--- config.mk ---
export PLATFORM = sky130hd
export DESIGN_NAME = fced_divider
export DESIGN_NICKNAME = d
export VERILOG_FILES = /design/src/rtl/fced_pkg.sv /design/src/rtl/fced_ratio_reg.sv /design/src/rtl/fced_frac_step.sv /design/src/rtl/fced_phase.sv /design/src/rtl/fced_divider.sv
export SDC_FILE = /design/constraint.sdc
export NUM_CORES = 1
export LEC_CHECK = 0
export BUFFER_PORTS_ARGS = -buffer_cell sky130_fd_sc_hd__clkbuf_2
export CAP_MARGIN = 5
export CORE_AREA = 3 3 91 71
export CTS_BUF_LIST = sky130_fd_sc_hd__clkbuf_4 sky130_fd_sc_hd__clkbuf_8
export DETAILED_ROUTE_END_ITERATION = 6
export DIE_AREA = 0 0 94 74
export MAX_ROUTING_LAYER = met4
export PLACE_DENSITY = 0.79
export SETUP_SLACK_MARGIN = 0.4
export SLEW_MARGIN = 20
export SYNTH_ARGS = -nofsm -noshare
export SYNTH_HDL_FRONTEND = slang
export SYNTH_SLANG_ARGS = --single-unit
--- constraint.sdc ---
create_clock -name clk -period 4.3 [get_ports clk]
set_clock_uncertainty 0.05 [all_clocks]
set_input_delay 0.43 -clock clk [delete_from_list [all_inputs] [get_ports clk]]
set_output_delay 0.43 -clock clk [all_outputs]
set_load 0.02 [all_outputs]
--- src/rtl/fced_pkg.sv ---
package fced_pkg;
   localparam int unsigned REG_W_D  = 32;
   localparam int unsigned INT_W_D  = 16;
   localparam int unsigned FRAC_W_D = 8;
   localparam int unsigned RESET_INT = 1;

   typedef enum logic [1:0] {
      PH_HOLD_RESTART = 2'd0,
      PH_RELOAD       = 2'd1,
      PH_COUNT        = 2'd2
   } phase_op_e;
endpackage

--- src/rtl/fced_ratio_reg.sv ---
module fced_ratio_reg #(
   parameter int unsigned REG_W  = fced_pkg::REG_W_D,
   parameter int unsigned INT_W  = fced_pkg::INT_W_D,
   parameter int unsigned FRAC_W = fced_pkg::FRAC_W_D,
   localparam int unsigned INT_LSB  = REG_W - INT_W,
   localparam int unsigned FRAC_LSB = INT_LSB - FRAC_W,
   localparam int unsigned CNT_W    = INT_W + 1,
   localparam int unsigned FW       = (FRAC_W > 0) ? FRAC_W : 1
) (
   input  logic             clk,
   input  logic             rst_n,
   input  logic             we,
   input  logic [REG_W-1:0] wdata,
   output logic [REG_W-1:0] rdata,
   output logic [CNT_W-1:0] run_int,
   output logic [FW-1:0]    run_frac,
   output logic [CNT_W-1:0] load_int,
   output logic [FW-1:0]    load_frac
);
   logic [INT_W-1:0] int_q;
   logic [FW-1:0]    frac_q;
   logic [INT_W-1:0] int_src;
   logic [FW-1:0]    frac_src;

   always_ff @(posedge clk or negedge rst_n) begin
      if (!rst_n) begin
         int_q  <= INT_W'(fced_pkg::RESET_INT);
         frac_q <= '0;
      end else if (we) begin
         int_q  <= wdata[REG_W-1:INT_LSB];
         frac_q <= frac_src;
      end
   end

   assign int_src = we ? wdata[REG_W-1:INT_LSB] : int_q;

   generate
      if (FRAC_W > 0) begin : g_frac
         assign frac_src = we ? wdata[INT_LSB-1:FRAC_LSB] : frac_q;
      end else begin : g_nofrac
         assign frac_src = '0;
      end
      if (FRAC_LSB > 0) begin : g_low
         logic unused_low;
         assign unused_low = ^wdata[FRAC_LSB-1:0];
      end
      if (FRAC_W > 0 && FRAC_LSB > 0) begin : g_rd_full
         assign rdata = {int_q, frac_q, {FRAC_LSB{1'b0}}};
      end else if (FRAC_W > 0) begin : g_rd_nolow
         assign rdata = {int_q, frac_q};
      end else begin : g_rd_int
         assign rdata = {int_q, {INT_LSB{1'b0}}};
      end
   endgenerate

   // Whole part 0 stands for the largest ratio; fraction dropped there.
   always_comb begin
      run_int   = (int_q == '0)   ? CNT_W'(1) << INT_W : CNT_W'(int_q);
      run_frac  = (int_q == '0)   ? '0 : frac_q;
      load_int  = (int_src == '0) ? CNT_W'(1) << INT_W : CNT_W'(int_src);
      load_frac = (int_src == '0) ? '0 : frac_src;
   end

   generate
      if (INT_W + FRAC_W > REG_W) begin : g_bad_fields
         $error("fields wider than the ratio word");
      end
      if (INT_W < 1) begin : g_bad_int
         $error("whole part needs at least one bit");
      end
   endgenerate

   // a written whole part reads back unchanged
   a_r1_readback: assert property (@(posedge clk) disable iff (!rst_n)
      we |=> rdata[REG_W-1:INT_LSB] == $past(wdata[REG_W-1:INT_LSB]));
   // a zero field always decodes to the top ratio
   a_r5_zero_is_max: assert property (@(posedge clk) disable iff (!rst_n)
      (rdata[REG_W-1:INT_LSB] == '0) |-> (run_int[CNT_W-1] && run_frac == '0));
endmodule

--- src/rtl/fced_frac_step.sv ---
module fced_frac_step #(
   parameter int unsigned FRAC_W = fced_pkg::FRAC_W_D,
   localparam int unsigned FW    = (FRAC_W > 0) ? FRAC_W : 1
) (
   input  logic          clk,
   input  logic          rst_n,
   input  logic          clear,
   input  logic          advance,
   input  logic [FW-1:0] frac,
   output logic          carry
);
   generate
      if (FRAC_W > 0) begin : g_acc
         logic [FW-1:0] acc_q;
         logic [FW:0]   sum;
         assign sum   = {1'b0, acc_q} + {1'b0, frac};
         assign carry = sum[FW];
         always_ff @(posedge clk or negedge rst_n) begin
            if (!rst_n)       acc_q <= '0;
            else if (clear)   acc_q <= '0;
            else if (advance) acc_q <= sum[FW-1:0];
         end
      end else begin : g_none
         logic unused_in;
         assign unused_in = ^{clear, advance, frac};
         assign carry = 1'b0;
      end
   endgenerate
endmodule

--- src/rtl/fced_phase.sv ---
module fced_phase #(
   parameter int unsigned INT_W  = fced_pkg::INT_W_D,
   parameter int unsigned FRAC_W = fced_pkg::FRAC_W_D,
   localparam int unsigned CNT_W = INT_W + 1,
   localparam int unsigned FW    = (FRAC_W > 0) ? FRAC_W : 1
) (
   input  logic             clk,
   input  logic             rst_n,
   input  logic             restart,
   input  logic [CNT_W-1:0] run_int,
   input  logic [FW-1:0]    run_frac,
   input  logic [CNT_W-1:0] load_int,
   output logic             tick
);
   import fced_pkg::*;

   logic [CNT_W-1:0] cnt_q;
   logic             carry;
   phase_op_e        op;

   assign tick = (cnt_q == CNT_W'(1));

   always_comb begin
      if (restart)   op = PH_HOLD_RESTART;
      else if (tick) op = PH_RELOAD;
      else           op = PH_COUNT;
   end

   fced_frac_step #(.FRAC_W(FRAC_W)) u_step (
      .clk     (clk),
      .rst_n   (rst_n),
      .clear   (restart),
      .advance (op == PH_RELOAD),
      .frac    (run_frac),
      .carry   (carry)
   );

   always_ff @(posedge clk or negedge rst_n) begin
      if (!rst_n) cnt_q <= CNT_W'(RESET_INT);
      else begin
         unique case (op)
            PH_HOLD_RESTART: cnt_q <= load_int;
            PH_RELOAD:       cnt_q <= run_int + CNT_W'(carry);
            default:         cnt_q <= cnt_q - CNT_W'(1);
         endcase
      end
   end

   // the phase count never leaves 1 .. 2^INT_W + 1
   a_r4_cnt_range: assert property (@(posedge clk) disable iff (!rst_n)
      cnt_q != '0 && cnt_q <= (CNT_W'(1) << INT_W) + CNT_W'(1));
   // with a whole part above one, ticks never come back to back
   a_r3_gap: assert property (@(posedge clk) disable iff (!rst_n)
      (tick && !restart && run_int > CNT_W'(1)) |=> !tick);
   // unity ratio keeps the strobe high
   a_r2_unity: assert property (@(posedge clk) disable iff (!rst_n)
      (tick && !restart && run_int == CNT_W'(1) && run_frac == '0) |=> tick);
   // a restart to a ratio above one leaves the next cycle quiet
   a_r6_restart_quiet: assert property (@(posedge clk) disable iff (!rst_n)
      (restart && load_int > CNT_W'(1)) |=> !tick);
endmodule

--- src/rtl/fced_divider.sv ---
module fced_divider #(
   parameter int unsigned REG_W  = fced_pkg::REG_W_D,
   parameter int unsigned INT_W  = fced_pkg::INT_W_D,
   parameter int unsigned FRAC_W = fced_pkg::FRAC_W_D,
   localparam int unsigned CNT_W = INT_W + 1,
   localparam int unsigned FW    = (FRAC_W > 0) ? FRAC_W : 1
) (
   input  logic             clk,
   input  logic             rst_n,
   input  logic             cfg_we,
   input  logic [REG_W-1:0] cfg_wdata,
   output logic [REG_W-1:0] cfg_rdata,
   input  logic             restart,
   output logic             tick
);
   logic [CNT_W-1:0] run_int;
   logic [CNT_W-1:0] load_int;
   logic [FW-1:0]    run_frac;
   logic [FW-1:0]    load_frac;
   logic             unused_load_frac;

   assign unused_load_frac = ^load_frac;

   fced_ratio_reg #(.REG_W(REG_W), .INT_W(INT_W), .FRAC_W(FRAC_W)) u_reg (
      .clk       (clk),
      .rst_n     (rst_n),
      .we        (cfg_we),
      .wdata     (cfg_wdata),
      .rdata     (cfg_rdata),
      .run_int   (run_int),
      .run_frac  (run_frac),
      .load_int  (load_int),
      .load_frac (load_frac)
   );

   fced_phase #(.INT_W(INT_W), .FRAC_W(FRAC_W)) u_phase (
      .clk      (clk),
      .rst_n    (rst_n),
      .restart  (restart),
      .run_int  (run_int),
      .run_frac (run_frac),
      .load_int (load_int),
      .tick     (tick)
   );
endmodule

==> run summary, run 1 <==
run status = completed
core area = 0.00571 mm^2
Cell Area, Synth = 0.00309 mm^2
Cells after DPL = 449
vias in the first global route = 2518
max-slew violations = 0
DRC viols = 0
Placement Setup Slack = 0.187 ns
Critical Path Fanout Max = 8
WL per Instance = 17.0 um
DRT antenna net count = 0
switching share of power = 0.321
ranking of synthesized cells by area = dfrtp_1 (38%), mux2_2 (7.3%), xnor2_1 (6.5%), ha_1 (4.9%), nand2_1 (4.6%)
VDD IR max = 0.000222 V
Main synth FF type = dfrtp_1
share of cells above drive strength 1 = 0.309
Clock Sinks = 49
startpoint type of the worst setup path = flop
drt via density = 5.85
slew at the pin closest to its max-slew limit = 0.722 ns
Crit. Startpoint = u_reg.int_q[2]$_DFF_PN0_
hold buffer count at CTS = 0
first-pass GRT wire length = 12.7 mm
CTS tree = built
Min-Delay Path Class = input port to async pin
Final period util = 0.866
chip height = 74 um
Final setup viols = 0
Seq/Total Area, Yosys = 0.397
Post-Route WL = 7.89 mm
Inserted Diodes = 0
post-synthesis async set-or-reset flop share = 1.00
top cell type's share of synthesized area = 0.380
initial core utilization = 0.542
Yosys warning count = 0
initial antenna violation count = 0
Power Density = 328 mW/mm^2
Compound-Gate Fraction of Synth Area = 0.106
Post-synth top cells = dfrtp_1 (47), nand2_1 (38), nor2_1 (25)
Area growth, synth to finish = 19.1%
XOR/XNOR share of the synthesized area = 0.0793
Setup WS post-layout = 0.577 ns
cell with the most instances after synthesis = dfrtp_1
Synth cell types = 53
Port Buffers = 52
Post-Synth Adder-Cell Area = 0.0550
Final min period = 3.72 ns
number of synthesized register bits = 49
Achievable Freq = 0.269 GHz
main combinational cell family by area after synthesis = simple AND/OR/NAND/NOR gates
RSZ-0062 raised after global routing = true
GRT Total Usage = 0.242
setup_tns = 0 ns
Syn Inst Count = 322
Int Power = 0.000820 W
Combinational Power Share = 0.242
Clock power frac = 0.292
clk root buf = clkbuf_8
clk slew on worst S/H paths = 0.09 ns
placed wire-length estimate = 5.58 mm
CP endpoint kind = flop
relative slew slack = 0.519
non-filler cells, final = 463
reg2reg end = u_phase.cnt_q[11]$_DFF_PN0_
CP arrival = 3.87 ns
H-Tree Depth = 2
internal reg-to-reg setup slack = 0.58 ns
Worst Path Required = 4.45 ns
EDFF count, synth = 0
total number of vias = 2709
Bufs on Longest Clock Path = 2
Hold Vio Cnt, Final = 0
hold_ws = 0.161 ns
Synth Area in Simple Gates = 0.204
Setup CP Type = flop to flop
mux contribution to synthesized area = 0.102
Reg2Reg Depth = 18
nets = 433
Avg Inst Size Synth = 9.61 um^2
power consumption = 0.00121 W
top cell type by total area after synthesis = dfrtp_1
Num CTS Buffers = 5
P_sw = 0.000387 W
IO Pins = 69
largest net degree at the start of global routing = 50
end point of the critical path = u_phase.cnt_q[11]$_DFF_PN0_
sequential power share = 0.466
Clk Latency, worst-skew pair = 0.31 ns
R2R Path Start = u_reg.int_q[2]$_DFF_PN0_
row count = 24
P_leak = 1.62 nW
max-cap viol count = 0
chip width = 94 um
drt pass-1 iters = 5
Iter 0 DRT Violations = 232
Die ar. = 0.00696 mm^2
Placer Congestion = 0.909
grt ovf = 0
[final cells by class]
cell class	count	area, um^2
repair buffers	67	377
fillers	455	2020
clock inverters	2	37.5
well taps	78	97.6
clock buffers	6	82.6
flip-flops and latches	49	1230
multi-input cells	247	1800
inverters	14	57.6
[worst min path at each step]
| stage | to | cells past startpoint | slack [ns] |
|---|---|---|---|
| after floorplan | u_phase.cnt_q[10]$_DFF_PN0_ | 0 | 0.08 |
| after global placement | u_reg.frac_q[7]$_DFFE_PN0P_ | 1 | 0.46 |
| after detailed placement | u_reg.frac_q[0]$_DFFE_PN0P_ | 1 | 0.47 |
| after CTS | u_reg.frac_q[2]$_DFFE_PN0P_ | 2 | 0.19 |
| after global routing | u_phase.cnt_q[1]$_DFF_PN0_ | 2 | 0.22 |
| final | u_phase.u_step.g_acc.acc_q[1]$_DFFE_PN0P_ | 2 | 0.16 |
[registers in the layout, summed over array words and instances, names as in the netlist]
signal and flops:
u_phase.cnt_q 17, u_reg.int_q 16, u_phase.u_step.g_acc.acc_q 8, u_reg.frac_q 8
[power by group through the flow]
stage / Sequential [W] / Combinational, W / Clock [W]
2_1_floorplan: 0.000587 / 0.000159 / 0
3_3_place_gp: 0.000561 / 0.000274 / 0
3_5_place_dp: 0.000563 / 0.000280 / 0
4_1_cts: 0.000559 / 0.000285 / 0.000357
5_1_grt: 0.000570 / 0.000318 / 0.000375
6_report: 0.000562 / 0.000292 / 0.000352
[layer usage]
metal / vias up / global-route usage / share of wire
met2: 126 / 0.338 / 0.44
met3: 13 / 0.0364 / 0.084
met1: 1306 / 0.363 / 0.46
li1: 1264 / - / -
met5: - / - / 0
met4: 0 / 0.0721 / 0.017
[critical path, stage by stage (launching register included)]
cell and delay [ns]:
dfrtp_1 0.45, nor4_4 0.32, nand4_1 0.17, buf_6 0.18, and2_1 0.16, ha_2 0.20, inv_1 0.07, fa_2 0.22
nor2b_2 0.06, o31a_1 0.31, o21ai_2 0.14, and2_1 0.18, o21ai_2 0.06, ha_2 0.20, and2_4 0.17, nand4_1 0.13
nor2_1 0.08, xnor2_1 0.16, a222oi_1 0.32
[placed cells by master, fill, tap and decap left out, types with 3 or more instances in the layout]
cell type  Yosys  layout
nand2_1       38      38
clkbuf_2       0      52
and4_1         3       3
buf_4          8      14
or4_1          4       4
nand3_1       10      10
o31ai_1        3       3
conb_1         1       8
dfrtp_2        0       3
o221ai_1       5       5
nand4_1        6       6
inv_1         13      13
a21oi_1       11      11
dfrtp_1       47      44
xor2_1         5       5
clkbuf_8       0       6
xnor2_1       23      23
mux2_2        20      20
ha_1          12       9
mux2i_1        9       9
and3_1         3       3
and2_1         9       8
nor4_2         1       3
nor2_1        25      23
nor3_1         4       4
or3_1          3       3
o21ai_0       12      10
[repair_timing]
action / 4_1_cts / 5_1_grt
gates resized for setup: 13 / 11
buffers inserted: 1 / 5
setup endpoints to repair: 8 / 12
pin swaps: 4 / 6
[stage by stage]
| stage | util | area, um^2 |
|---|---|---|
| floorplan | - | 3120 |
| global placement | 0.601 | 3430 |
| detailed placement | 0.601 | 3430 |
| CTS | 0.631 | 3600 |
| global route | 0.645 | 3680 |
| finish | 0.645 | 3680 |
[kinds of logic after synthesis]
| group | count (synthesis) |
|---|---|
| and+or+nand+nor | 120 |
| AOI/OAI and AO/OA | 49 |
| DFF | 49 |
| buffers and inverters | 33 |
| muxes | 29 |
| xor gates and xnor gates | 28 |
| adders and majority gates | 13 |
| other | 1 |
(Power assumes the default switching activity.)
==> inputs of run 2 (changes only) <==
Settings changed: CORE_AREA 3 3 91 71 to 3 3 98 77, DIE_AREA 0 0 94 74 to 0 0 101 80, PLACE_DENSITY 0.79 to 0.77, SYNTH_HIERARCHICAL from default to 1, TNS_END_PERCENT from default to 20.
==> run 2 against run 1 <==
Sequential power grew 0.7%. Fmax decreased by 0.68%. Wire length rose by 16%. Highest routed layer unchanged.
==> run summary, run 2 <==
Post-Route M1 WL = 4.16 mm
max-slew violations = 0
met2 wire len = 4.28 mm
Worst Path Required = 4.46 ns
largest registers = u_phase/cnt_q (17), u_reg/int_q (16)
Min-Delay Path Class = input port to async pin
clk slew on worst S/H paths = 0.09 ns
DRC viols = 0
switching share of power = 0.330
max reg flops = 17
Setup WS post-layout = 0.552 ns
CP delay by family, top = simple AND/OR/NAND/NOR gates
reg2reg end = u_phase/cnt_q[16]$_DFF_PN0_
max-cap viol count = 0
Worst path most repeated cell = buf_4
GRT Total Usage = 0.236
Final period util = 0.872
initial core utilization = 0.533
setup_tns = 0 ns
hold buffer count at CTS = 0
Avg Inst Size Synth = 9.65 um^2
RSZ-0062 raised after global routing = false
Reg2Reg Depth = 19
WL per Instance = 17.7 um
Achievable Freq = 0.267 GHz
Syn Inst Count = 370
commonest non-fill, non-tap cells in the layout = clkbuf_2 (52), dfrtp_1 (47), mux2_2 (40), buf_4 (31), nand2_1 (25)
commonest non-fill, non-tap cell in the layout = clkbuf_2
total number of vias = 2966
internal reg-to-reg setup slack = 0.55 ns
Clk Latency, worst-skew pair = 0.30 ns
Int Power = 0.000859 W
Buf+Inv Stages, Crit Path = 4
Clock power frac = 0.269
CP endpoint kind = flop
first-pass GRT wire length = 14.5 mm
placed wire-length estimate = 6.46 mm
Top reg by flops = u_phase/cnt_q
Cell Area, Synth = 0.00357 mm^2
H-Tree Depth = 2
drt pass-1 iters = 5
end point of the critical path = u_phase/cnt_q[16]$_DFF_PN0_
run status = completed
Port Buffers = 52
Yosys warning count = 6
Max stage delay on crit path = 0.58 ns
crit-path cells = nor4_2 > nand4_1 > buf_4 > and2_1 > inv_1 > fa_1 > nand2b_4 > a21oi_4 > o31ai_1 > o21ai_1 > buf_4 > ha_4 > ha_4 > nand4_1 > nor4_1 > buf_4 > xor2_2 > a211oi_2 > a21oi_1
Critical Path Fanout Max = 5
Combinational Power Share = 0.289
routed length on met3 = 593 um
P_sw = 0.000423 W
core area = 0.00670 mm^2
Num CTS Buffers = 5
relative slew slack = 0.440
sequential power share = 0.442
largest net degree at the start of global routing = 50
Worst path depth = 19
Die ar. = 0.00808 mm^2
Bufs on Longest Clock Path = 2
Area growth, synth to finish = 19.2%
Placer Congestion = 0.958
Hold Vio Cnt, Final = 0
initial antenna violation count = 0
Crit. Startpoint = u_reg/int_q[0]$_DFF_PN1_
Setup CP Type = flop to flop
CTS tree = built
vias in the first global route = 2923
share of cells above drive strength 1 = 0.387
Final setup viols = 0
DRT antenna net count = 0
IO Pins = 69
VDD IR max = 0.000211 V
chip height = 80 um
Post-Route WL = 9.11 mm
row count = 26
Clock Sinks = 49
Final min period = 3.75 ns
chip width = 101 um
power consumption = 0.00128 W
startpoint type of the worst setup path = flop
R2R Path Start = u_reg/int_q[0]$_DFF_PN1_
Top Layer Used = met4
drt via density = 5.75
clk root buf = clkbuf_8
fin util = 0.635
Placement Setup Slack = 0.168 ns
grt ovf = 0
Power Density = 301 mW/mm^2
nets = 481
slew at the pin closest to its max-slew limit = 0.840 ns
Iter 0 DRT Violations = 193
P_leak = 1.83 nW
Worst path slowest cell = dfstp_2
Inserted Diodes = 0
CP arrival = 3.91 ns
[run 2: changes by cell type in the layout (fill, tap and decap cells not counted), sizes merged, moves of 7 or more]
cell   delta
xnor2     -7
nand2    -13
o21ai     +9
mux2     +23
buf      +16
nor4      +7
xor2     +10
[run 2: how the worst min path moves through the flow]
stage	start	to	slack, ns
finish	rst_n	u_reg/frac_q[7]$_DFFE_PN0P_	0.18
global route	rst_n	u_reg/frac_q[7]$_DFFE_PN0P_	0.23
CTS	rst_n	u_reg/frac_q[7]$_DFFE_PN0P_	0.20
detailed placement	u_phase/u_step/g_acc.acc_q[4]$_DFFE_PN0P_	u_phase/u_step/g_acc.acc_q[4]$_DFFE_PN0P_	0.43
global placement	u_phase/u_step/g_acc.acc_q[4]$_DFFE_PN0P_	u_phase/u_step/g_acc.acc_q[4]$_DFFE_PN0P_	0.42
floorplan	rst_n	u_phase/cnt_q[10]$_DFF_PN0_	0.08
[run 2: routing by layer]
layer | GRT usage | vias to the layer above
met5 | - | -
met4 | 0.0491 | 0
met3 | 0.0507 | 10
met2 | 0.349 | 114
met1 | 0.336 | 1419
li1 | - | 1423
[run 2: through the flow]
step | hold slack (ns) | area, um^2 | std cells
after floorplan | 0.0844 | 3600 | 377
after global placement | 0.422 | 3970 | 503
after detailed placement | 0.434 | 3970 | 503
after CTS | 0.201 | 4120 | 513
after global routing | 0.227 | 4260 | 516
final | 0.182 | 4260 | 516
[run 2: area by class of cell]
class / count / area, um^2
fillers: 543 / 2440
clock inverters: 2 / 37.5
well taps: 84 / 105
inverters: 14 / 52.6
flip-flops and latches: 49 / 1230
repair buffers: 83 / 493
clock buffers: 6 / 82.6
multi-input cells: 278 / 2260
[run 2: power groups by stage]
stage               sequential [W]  combinational (W)  clock, W
finish                    0.000566           0.000371  0.000345
global route              0.000574           0.000404  0.000376
CTS                       0.000562           0.000357  0.000355
detailed placement        0.000571           0.000352         0
global placement          0.000566           0.000342         0
floorplan                 0.000598           0.000211         0
[run 2: timing repair]
action,CTS,global route
resized for setup,4,18
buffers inserted,2,3
pin swaps,2,5
endpoints found under the setup margin,7,11
==> inputs of run 3 (changes only) <==
Settings changed: CORE_AREA 3 3 98 77 to 3 3 66 114, DIE_AREA 0 0 101 80 to 0 0 69 117, PLACE_DENSITY 0.77 to 0.76.
==> run 3 against run 2 <==
Design area down 1.6%. Register-to-register slack about the same. First-iteration DRC count down 5.2%. Core utilization down 0.41 points. Wire length up 5.6%. Total power down 4.9%. Die area about the same. Global-route usage up 0.62 points. Largest cell class unchanged. Largest power group unchanged.
==> run summary, run 3 (same netlist as run 2, synthesis figures left out) <==
IO Pins = 69
CTS tree = built
max-slew violations = 0
drt via density = 5.91
switching share of power = 0.352
chip height = 117 um
drt pass-1 iters = 4
Cells after DPL = 504
total number of vias = 3047
CP arrival = 3.88 ns
WL per Instance = 18.6 um
non-filler cells, final = 516
Final min period = 3.74 ns
run status = completed
Int Power = 0.000789 W
initial antenna violation count = 0
clk slew on worst S/H paths = 0.09 ns
grt ovf = 0
internal reg-to-reg setup slack = 0.56 ns
nets = 483
startpoint type of the worst setup path = flop
P_leak = 1.81 nW
Max stage delay on crit path = 0.55 ns
Hold Vio Cnt, Final = 0
Iter 0 DRT Violations = 183
Bufs on Longest Clock Path = 2
Achievable Freq = 0.267 GHz
DRT antenna net count = 0
DRC viols = 0
VDD IR max = 0.000322 V
Buf+Inv Stages, Crit Path = 2
CP delay by family, top = adder cells
row count = 39
Clock power frac = 0.231
chip width = 69 um
Worst Path Required = 4.44 ns
vias in the first global route = 3064
Inserted Diodes = 0
Combinational Power Share = 0.304
largest net degree at the start of global routing = 50
Final period util = 0.871
GRT Total Usage = 0.243
max reg flops = 17
Num CTS Buffers = 5
Clk Latency, worst-skew pair = 0.32 ns
RSZ-0062 raised after global routing = false
Power Density = 291 mW/mm^2
P_sw = 0.000429 W
Min-Delay Path Class = input port to async pin
relative slew slack = 0.581
Worst path slowest cell = dfstp_2
Die ar. = 0.00807 mm^2
Final setup viols = 0
crit-path cells = nor4_2 > buf_4 > nand4_1 > and2_1 > ha_2 > inv_1 > fa_2 > nand2b_1 > a21oi_2 > o31ai_1 > o21ai_1 > ha_2 > ha_4 > nand4_1 > nor4_1 > xor2_1 > a211oi_1 > a21oi_1
largest registers = u_phase/cnt_q (17), u_reg/int_q (16)
Area growth, synth to finish = 17.3%
CP endpoint kind = flop
Port Buffers = 52
sequential power share = 0.465
slew at the pin closest to its max-slew limit = 0.629 ns
Top reg by flops = u_phase/cnt_q
setup_tns = 0 ns
commonest non-fill, non-tap cell in the layout = clkbuf_2
R2R Path Start = u_reg/int_q[0]$_DFF_PN1_
Critical Path Fanout Max = 4
fin util = 0.631
Placer Congestion = 0.923
commonest non-fill, non-tap cells in the layout = clkbuf_2 (52), dfrtp_1 (47), mux2_2 (40), buf_4 (32), nand2_1 (25)
power consumption = 0.00122 W
Setup CP Type = flop to flop
placed wire-length estimate = 7.23 mm
max-cap viol count = 0
Post-Route WL = 9.62 mm
initial core utilization = 0.538
Crit. Startpoint = u_reg/int_q[0]$_DFF_PN1_
core area = 0.00664 mm^2
clk root buf = clkbuf_8
H-Tree Depth = 2
share of cells above drive strength 1 = 0.378
hold_ws = 0.152 ns
first-pass GRT wire length = 14.8 mm
Clock Sinks = 49
[run 3: stage by stage]
step / setup slack [ns] / area, um^2
final: 0.556 / 4190
after global routing: 0.385 / 4190
after CTS: 0.420 / 4120
after detailed placement: 0.230 / 3990
after global placement: 0.300 / 3990
after floorplan: 0.671 / 3600
[run 3: power by group through the flow]
stage               sequential [W]  combinational, W  clock, W
finish                    0.000567          0.000370  0.000282
global route              0.000573          0.000402  0.000312
CTS                       0.000562          0.000364  0.000290
detailed placement        0.000570          0.000360         0
global placement          0.000567          0.000351         0
floorplan                 0.000598          0.000211         0
[run 3: area by class of cell]
class	instances	area (um^2)
fillers	578	2450
multi-input cells	279	2210
flip-flops and latches	49	1230
repair buffers	84	500
well taps	82	103
clock buffers	6	76.3
inverters	14	52.6
clock inverters	2	15.0
[run 3: routing by layer]
metal / vias to the layer above / wire [um] / global-route usage
met5: - / 0 / -
li1: 1419 / - / -
met1: 1466 / 3290 / 0.227
met4: 0 / 539 / 0.159
met3: 38 / 427 / 0.0308
met2: 124 / 5360 / 0.460
[run 3: final timing paths]
| path | end | cells past startpoint |
|---|---|---|
| setup / recovery | u_phase/cnt_q[16]$_DFF_PN0_ | 18 |
| hold / removal | u_reg/int_q[14]$_DFF_PN0_ | 2 |
| setup reg to reg | u_phase/cnt_q[16]$_DFF_PN0_ | 18 |
| hold reg to reg | u_phase/u_step/g_acc.acc_q[4]$_DFFE_PN0P_ | 2 |
| max in group asynchronous | u_reg/int_q[3]$_DFF_PN0_ | 2 |
| min in group clk | u_reg/frac_q[5]$_DFFE_PN0P_ | 2 |
[run 3: worst reg2reg max path, delay by kind of cell, from the launching register on]
| family | cells | cell delay, ns |
|---|---|---|
| xor+xnor | 1 | 0.13 |
| buf+inv | 2 | 0.20 |
| flops | 1 | 0.55 |
| compound gates | 5 | 0.79 |
| simple gates | 6 | 0.94 |
| fa+ha+maj | 4 | 0.95 |
[run 3: repair_timing]
item	in CTS	in global routing
resized for setup	5	12
setup endpoints to repair	6	8
buffers inserted	1	2
cloned	1	0
pin swaps	1	7
hold buffers	0	0
